`config.mk`:
```
export PLATFORM = sky130hd
export DESIGN_NAME = ptr_agu
export DESIGN_NICKNAME = d
export VERILOG_FILES = /design/src/rtl/ptr_agu.sv
export SDC_FILE = /design/constraint.sdc
export NUM_CORES = 1
export LEC_CHECK = 0
export BUFFER_PORTS_ARGS = -buffer_cell sky130_fd_sc_hd__buf_2
export CELL_PAD_IN_SITES_DETAIL_PLACEMENT = 2
export CELL_PAD_IN_SITES_GLOBAL_PLACEMENT = 2
export CORE_MARGIN = 10
export CORE_UTILIZATION = 33
export CTS_BUF_LIST = sky130_fd_sc_hd__clkbuf_16
export CTS_CLUSTER_DIAMETER = 40
export DETAILED_ROUTE_END_ITERATION = 8
export HOLD_SLACK_MARGIN = 0.06
export PLACE_DENSITY_LB_ADDON = 0.15
export REMOVE_ABC_BUFFERS = 1
export SETUP_SLACK_MARGIN = 0.3
export SYNTH_ARGS = -nofsm -noshare
export SYNTH_HDL_FRONTEND = slang
export SYNTH_SLANG_ARGS = --single-unit
```
`constraint.sdc`:
```
create_clock -name clk -period 2.8 [get_ports clk]
set_input_delay 0.28 -clock clk [delete_from_list [all_inputs] [get_ports clk]]
set_output_delay 0.28 -clock clk [all_outputs]
set_load 0.05 [all_outputs]
```
`src/rtl/ptr_agu.sv`:
```
module ptr_agu #(
  parameter int AW = 16,
  parameter int DISP_W = 6,
  parameter logic [AW-1:0] SP_RESET = 16'h045F
) (
  input  logic              clk,
  input  logic              rst_n,
  input  logic              start,
  input  logic [1:0]        op,
  input  logic [1:0]        psel,
  input  logic [1:0]        mode,
  input  logic [DISP_W-1:0] disp,
  input  logic [AW-1:0]     ptr_in,
  output logic              busy,
  output logic [AW-1:0]     mem_addr,
  output logic              mem_rd,
  output logic              mem_wr,
  output logic              wb_en,
  output logic [1:0]        wb_sel,
  output logic [AW-1:0]     wb_val,
  output logic [AW-1:0]     sp
);
  localparam logic [1:0] OP_LD = 2'd0, OP_ST = 2'd1, OP_PUSH = 2'd2, OP_POP = 2'd3;
  localparam logic [1:0] M_PLAIN = 2'd0, M_POST = 2'd1, M_PRE = 2'd2, M_DISP = 2'd3;
  localparam logic [1:0] P_X = 2'd0, P_NONE = 2'd3;

  wire is_stack = op[1];
  wire ptr_ok   = (psel != P_NONE) && !(mode == M_DISP && psel == P_X);
  wire accept   = start && !busy && (is_stack || ptr_ok);

  wire [AW-1:0] p_inc  = ptr_in + 1'b1;
  wire [AW-1:0] p_dec  = ptr_in - 1'b1;
  wire [AW-1:0] p_dsp  = ptr_in + AW'(disp);
  wire [AW-1:0] sp_dec = sp - 1'b1;
  wire [AW-1:0] sp_inc = sp + 1'b1;

  logic [AW-1:0] addr_n;
  always_comb begin
    if (is_stack)
      addr_n = (op == OP_PUSH) ? sp : sp_inc;
    else begin
      case (mode)
        M_PRE:   addr_n = p_dec;
        M_DISP:  addr_n = p_dsp;
        default: addr_n = ptr_in;
      endcase
    end
  end

  always_ff @(posedge clk or negedge rst_n) begin
    if (!rst_n) begin
      busy     <= 1'b0;
      mem_rd   <= 1'b0;
      mem_wr   <= 1'b0;
      wb_en    <= 1'b0;
      wb_sel   <= 2'd0;
      wb_val   <= '0;
      mem_addr <= '0;
      sp       <= SP_RESET;
    end else begin
      busy   <= accept;
      mem_rd <= accept && (op == OP_LD || op == OP_POP);
      mem_wr <= accept && (op == OP_ST || op == OP_PUSH);
      wb_en  <= accept && !is_stack && (mode == M_POST || mode == M_PRE);
      if (accept) begin
        mem_addr <= addr_n;
        wb_sel   <= psel;
        wb_val   <= (mode == M_POST) ? p_inc : p_dec;
        if (op == OP_PUSH) sp <= sp_dec;
        if (op == OP_POP)  sp <= sp_inc;
      end
    end
  end

  assert_one_strobe_R2: assert property (@(posedge clk) disable iff (!rst_n)
    !(mem_rd && mem_wr));
  assert_strobe_in_access_R3: assert property (@(posedge clk) disable iff (!rst_n)
    (mem_rd || mem_wr || wb_en) |-> busy);
  assert_single_access_R3: assert property (@(posedge clk) disable iff (!rst_n)
    busy |=> !busy);
  assert_plain_addr_R4: assert property (@(posedge clk) disable iff (!rst_n)
    (start && !busy && !op[1] && mode == M_PLAIN && psel != P_NONE)
      |=> (mem_addr == $past(ptr_in)) && !wb_en);
  assert_post_inc_R5: assert property (@(posedge clk) disable iff (!rst_n)
    (start && !busy && !op[1] && mode == M_POST && psel != P_NONE)
      |=> (mem_addr == $past(ptr_in)) && wb_en && (wb_val == $past(ptr_in) + 1'b1));
  assert_pre_dec_R6: assert property (@(posedge clk) disable iff (!rst_n)
    (start && !busy && !op[1] && mode == M_PRE && psel != P_NONE)
      |=> (mem_addr == $past(ptr_in) - 1'b1) && wb_en);
  assert_reject_R8: assert property (@(posedge clk) disable iff (!rst_n)
    (start && !busy && !op[1] && (psel == P_NONE || (mode == M_DISP && psel == P_X)))
      |=> !busy && !mem_rd && !mem_wr && !wb_en);
  assert_push_R9: assert property (@(posedge clk) disable iff (!rst_n)
    (start && !busy && op == OP_PUSH)
      |=> mem_wr && (mem_addr == $past(sp)) && (sp == $past(sp) - 1'b1));
  assert_pop_R10: assert property (@(posedge clk) disable iff (!rst_n)
    (start && !busy && op == OP_POP)
      |=> mem_rd && (sp == $past(sp) + 1'b1) && (mem_addr == sp));
endmodule

```
==> results of run 1 <==
[per-layer routing]
layer	global-route usage	wire length [um]	part of all wire	up-vias
li1	-	-	-	1933
met1	0.214	6900	0.43	2064
met2	0.335	8430	0.53	70
met3	0.0339	427	0.027	11
met4	0.0389	194	0.012	0
met5	0	0	0	-
[worst paths after layout]
path / to / slack [ps] / depth (start not counted)
worst max-delay path: mem_addr[8]$_DFFE_PN0P_ / 500 / 10
worst min-delay path: wb_sel[1]$_DFFE_PN0P_ / 240 / 3
worst max register to register: mem_addr[14]$_DFFE_PN0P_ / 530 / 7
worst min register to register: wb_val[3]$_DFFE_PN0P_ / 470 / 2
max in group asynchronous: sp[1]$_DFFE_PN1P_ / 1980 / 3
min in group asynchronous: wb_val[3]$_DFFE_PN0P_ / 470 / 3
[state kept, by name (all words and copies together), names as in the netlist]
name,count
wb_sel,2
busy,1
wb_val,16
wb_en,1
mem_rd,1
mem_addr,16
sp,16
mem_wr,1
[layout make-up]
cell class / instances / area, um2
clock buffers: 5 / 125
clock inverters: 3 / 63.8
fillers: 1407 / 7180
inverters: 17 / 63.8
multi-input cells: 389 / 2540
flip-flops and latches: 54 / 1360
well taps: 168 / 210
repair buffers: 101 / 563
[critical path, delay by kind of cell]
family | cells | cell delay (ps)
simple gates | 2 | 580
fa+ha+maj | 2 | 600
compound gates | 4 | 840
buf+inv | 2 | 250
[per-stage QoR]
step / utilization / hold slack [ps]
2_1_floorplan: - / -15.6
3_3_place_gp: 0.390 / 305
3_5_place_dp: 0.390 / 309
4_1_cts: 0.406 / 231
5_1_grt: 0.407 / 238
6_report: 0.407 / 239
[synth_stat cells (7+ instances only)]
master	count
a21o_1	7
a21oi_1	32
a31oi_1	9
buf_2	7
clkbuf_1	24
dfrtp_1	47
dfstp_2	7
ha_1	15
inv_1	16
nand2_1	52
nand3_1	17
nand4_1	9
nor2_1	41
nor3_1	11
nor4_1	9
o21ai_0	30
xnor2_1	25
xor2_1	26
[cell families after synthesis]
| logic type | Yosys count | synth area share |
|---|---|---|
| xor+xnor | 51 | 0.108 |
| fa+ha+maj | 16 | 0.0503 |
| buf+inv | 55 | 0.0576 |
| simple gates | 184 | 0.232 |
| mux | 3 | 0.00727 |
| compound gates | 135 | 0.215 |
| flops | 54 | 0.329 |
[power breakdown]
part / internal [W] / switching (W)
clock network: 0.000511 / 0.000321
registers: 0.00102 / 0.000299
logic: 0.000498 / 0.00131
total: 0.00203 / 0.00193
[what timing repair did]
action                                 4_1_cts  5_1_grt
gates resized for setup                      0        3
hold buffers                                 1        0
endpoints found under the hold margin       47        0
setup endpoints to repair                    0        3
==> results.toml, run 1 <==
[clock_tree]
clock_latency_ps = 310
cts.clk_slew.worst_paths_ps = 70
cts-root-buf = "clkbuf_16"
cts.sinks = 54
cts-htree-levels = 2
numCtsBuffers = 5
clock_path_buffers = 2
cts_tree = "done"
cts_setup_buffers = 0

[synth]
netlist_area_mm2 = 0.00413
seq_area_frac_synth = 0.329
synth_flop_cell = "dfrtp_1"
ys_types = 68
synth_area_leaders = "dfrtp_1 (28%), xor2_1 (5.5%), xnor2_1 (5.3%)"
yosys_warnings = 0
ys_ff_latch = 54
synth.top_cell.area_share = 0.285
synth-edff-count = 0
yosysTopAreaCell = "dfrtp_1"
syn-instance-count = 498
syn_avg_cell_area_um2 = 8.29
async_flop_share = 1.00

[grt]
grt_pass1_wl_um = 25900
grt_max_degree = 57
grt_usage = 0.183
grt_pass1_vias = 4564
antenna_found_initial = 0
grt_overflow_total = 0

[layout]
layoutNonFillerInstCount = 737
final_cell_mix = "buf_2 (84), nand2_1 (52), dfrtp_1 (47)"
area_growth_pct = 19.4
diodes = 0
fin_area_mm2 = 0.00493
drive_gt1_frac = 0.232
fin_nets = 615
final_common_cell = "buf_2"

[timing]
min_period_ps = 2300
post-route-period-util = 0.822
worst_pin_slew_ps = 688
finalSetupViolations = 0
hold_violations = 0
postLayoutSetupSlackWorst_ps = 499
finalClockSkew_ps = 4.61
slew_headroom = 0.537
rsz0062_at_grt = "no"
max_clock_freq_mhz = 435
final.setup.tns_ps = 0
maxSlewViolCount = 0

[placed_design]
hpwl_um = 12000
io_buffers = 84
place_area_mm2 = 0.00472
place_congestion = 0.863
dp_slack_ps = 94.1
placed_cells = 728

[power]
finalPower_w = 0.00396
powerDensity_mw_per_mm2 = 803
p_leak_nw = 2.14
ir_worst_vdd_mv = 0.533

[critical_path]
critPathCaptureType = "register"
worstSetupPathType = "in -> reg"
slowest_stage = "fa_1"
startpoint = "ptr_in[0]"
path_max_fanout = 11
path_cells = "buf_2 -> ha_1 -> inv_1 -> fa_1 -> nor2b_2 -> o21bai_1 -> a21oi_1 -> a311oi_1 -> nor4_1 -> a221o_1"
worst_setup_path_start_kind = "input pin"
cp.arrival_ps = 2550
cp.required_ps = 3050
slowest_delay_ps = 400
worstReg2RegStart = "sp[0]$_DFFE_PN1P_"

[route]
viasPerCell = 5.53
wire_per_inst_um = 21.6
wirelength_um = 16000
vias = 4078
drc = 0
first_iter_violations = 263
detail-route-antenna-nets = 0
drt-pass1-iter-count = 4

[worst_hold_path]
hold_class = "in -> reg"
min_from = "psel[1]"

[floorplan]
die_h_um = 132
coreArea_mm2 = 0.0121
io_pins = 85
initial_utilization = 0.341
die_w_um = 132
dieArea_mm2 = 0.0174
rows = 40

[run_status]
status = "finished clean"

[job]
drv_cap = 0
Power figures use the tool's default switching activity.
==> inputs of run 2 (changes only) <==
==> constraint.sdc (replaced) <==
create_clock -name clk -period 2.2 [get_ports clk]
set_input_delay 0.22 -clock clk [delete_from_list [all_inputs] [get_ports clk]]
set_output_delay 0.22 -clock clk [all_outputs]
set_load 0.05 [all_outputs]
==> results.toml, run 2 (synthesized netlist as in run 1, its figures left out) <==
[run_status]
status = "finished clean"

[power]
ir_worst_vdd_mv = 0.777
finalPower_w = 0.00530
p_leak_nw = 2.51
powerDensity_mw_per_mm2 = 932

[timing]
finalClockSkew_ps = 5.92
min_period_ps = 1970
slew_headroom = 0.566
maxSlewViolCount = 0
rsz0062_at_grt = "yes"
finalSetupViolations = 0
hold_violations = 0
postLayoutSetupSlackWorst_ps = 229
final.setup.tns_ps = 0
worst_pin_slew_ps = 651
max_clock_freq_mhz = 507
post-route-period-util = 0.896

[layout]
final_common_cell = "buf_2"
area_growth_pct = 37.6
register_area_mm2 = 0.00136
multiInputGateArea_mm2 = 0.00280
final_cell_mix = "buf_2 (84), buf_4 (82), nand2_1 (51)"
fillers = 1386
drive_gt1_frac = 0.386
diodes = 0
reg_top3 = "mem_addr: 16 flops, sp: 16 flops, wb_val: 16 flops"
fin_nets = 684
fin_area_mm2 = 0.00568

[clock_tree]
cts_tree = "done"
clock_latency_ps = 320
cts-root-buf = "clkbuf_16"
numCtsBuffers = 5
clock_path_buffers = 2
cts-htree-levels = 2
cts.sinks = 54
cts.clk_slew.worst_paths_ps = 80

[grt]
grt_usage = 0.198
antenna_found_initial = 0
grt_overflow_total = 0
grt_pass1_wl_um = 28200
grt_max_degree = 31
grt_pass1_vias = 5056

[floorplan]
dieArea_mm2 = 0.0174
die_h_um = 132
die_w_um = 132
io_pins = 85
initial_utilization = 0.341
coreArea_mm2 = 0.0121
rows = 40

[critical_path]
r2r-end = "sp[15]$_DFFE_PN0P_"
critPathCaptureType = "register"
r2r_cells = 6
cp.required_ps = 2430
cp_top_family = "flip-flops"
path_max_fanout = 6
worstReg2RegStart = "sp[2]$_DFFE_PN1P_"
critPathBufInv = 1
ff2ff_setup_slack_ps = 230
worst_setup_path_start_kind = "register"
path_cells = "nand4_1 -> buf_4 -> nor2_4 -> nand2_1 -> o32ai_1 -> xor2_1"
cp.arrival_ps = 2200
slowest_delay_ps = 600
slowest_stage = "dfstp_2"
worstSetupPathType = "reg -> reg"

[placed_design]
hpwl_um = 13700
dp_slack_ps = -147
place_congestion = 0.893
place_area_mm2 = 0.00522
io_buffers = 84

[route]
detail-route-antenna-nets = 0
wire_per_inst_um = 23.0
first_iter_violations = 211
drc = 0
drt-pass1-iter-count = 5
wirelength_um = 18600
vias = 4493
viasPerCell = 5.57

[worst_hold_path]
hold_end = "wb_sel[1]$_DFFE_PN0P_"
hold_class = "in -> reg"
hold_path_depth = 3
min_from = "psel[1]"

[job]
drv_cap = 0
-- run 2: cell count changes in the layout (fill, tap and decap cells not counted), moves of 4 or more --
cell and change:
a21oi_1 -5, a21oi_2 +5, buf_4 +67, nor2_1 -7
nor2_2 +4, nor4_1 -4
-- run 2: timing repair --
item / CTS / global route
endpoints found under the hold margin: 24 / 0
buffers inserted: 1 / 5
hold buffers: 1 / 0
setup endpoints to repair: 13 / 22
resized for setup: 18 / 45
pin swaps: 4 / 18
cloned: 0 / 0
-- run 2: how the worst max path moves through the flow --
stage                      start                       end  cells after the start
2_1_floorplan            mode[0]         sp[8]$_DFFE_PN0P_                      8
3_3_place_gp             mode[0]   mem_addr[8]$_DFFE_PN0P_                      9
3_5_place_dp             mode[0]   mem_addr[8]$_DFFE_PN0P_                      9
4_1_cts        sp[1]$_DFFE_PN1P_  mem_addr[14]$_DFFE_PN0P_                      7
5_1_grt        sp[2]$_DFFE_PN1P_   mem_addr[9]$_DFFE_PN0P_                      7
6_report       sp[2]$_DFFE_PN1P_        sp[15]$_DFFE_PN0P_                      6
-- run 2: worst reg2reg max path: cells and delay by family (launching register included) --
kind,cells,cell delay (ps)
DFF,1,600
and+or+nand+nor,3,430
AOI/OAI and AO/OA,1,410
buffers and inverters,1,230
xor gates and xnor gates,1,220
-- run 2: final cells by class --
cell class / count / area share
multi-input combinational: 389 / 0.492
sequential: 54 / 0.240
timing repair buffer: 170 / 0.195
tap: 168 / 0.0370
clock buffer: 5 / 0.0220
inverter: 17 / 0.0114
clock inverter: 3 / 0.00330
-- run 2: layer usage --
metal / GRT usage / routed length (um) / up-vias
met2: 0.367 / 9970 / 99
li1: - / - / 2077
met4: 0.0630 / 393 / 0
met1: 0.225 / 7610 / 2294
met5: 0 / 0 / -
met3: 0.0309 / 598 / 23
-- run 2: per-stage QoR --
step | hold WS, ps | std cells | utilization
5_1_grt | 157 | 806 | 0.469
6_report | 138 | 806 | 0.469
2_1_floorplan | -75.6 | 460 | -
4_1_cts | 133 | 801 | 0.450
3_5_place_dp | 290 | 791 | 0.431
3_3_place_gp | 268 | 791 | 0.431
-- run 2: power breakdown --
group,leakage [nW],switching (W),internal (W)
logic,1.78,0.00195,0.000868
clock network,0.0740,0.000437,0.000425
registers,0.656,0.000320,0.00130
total,2.51,0.00271,0.00259
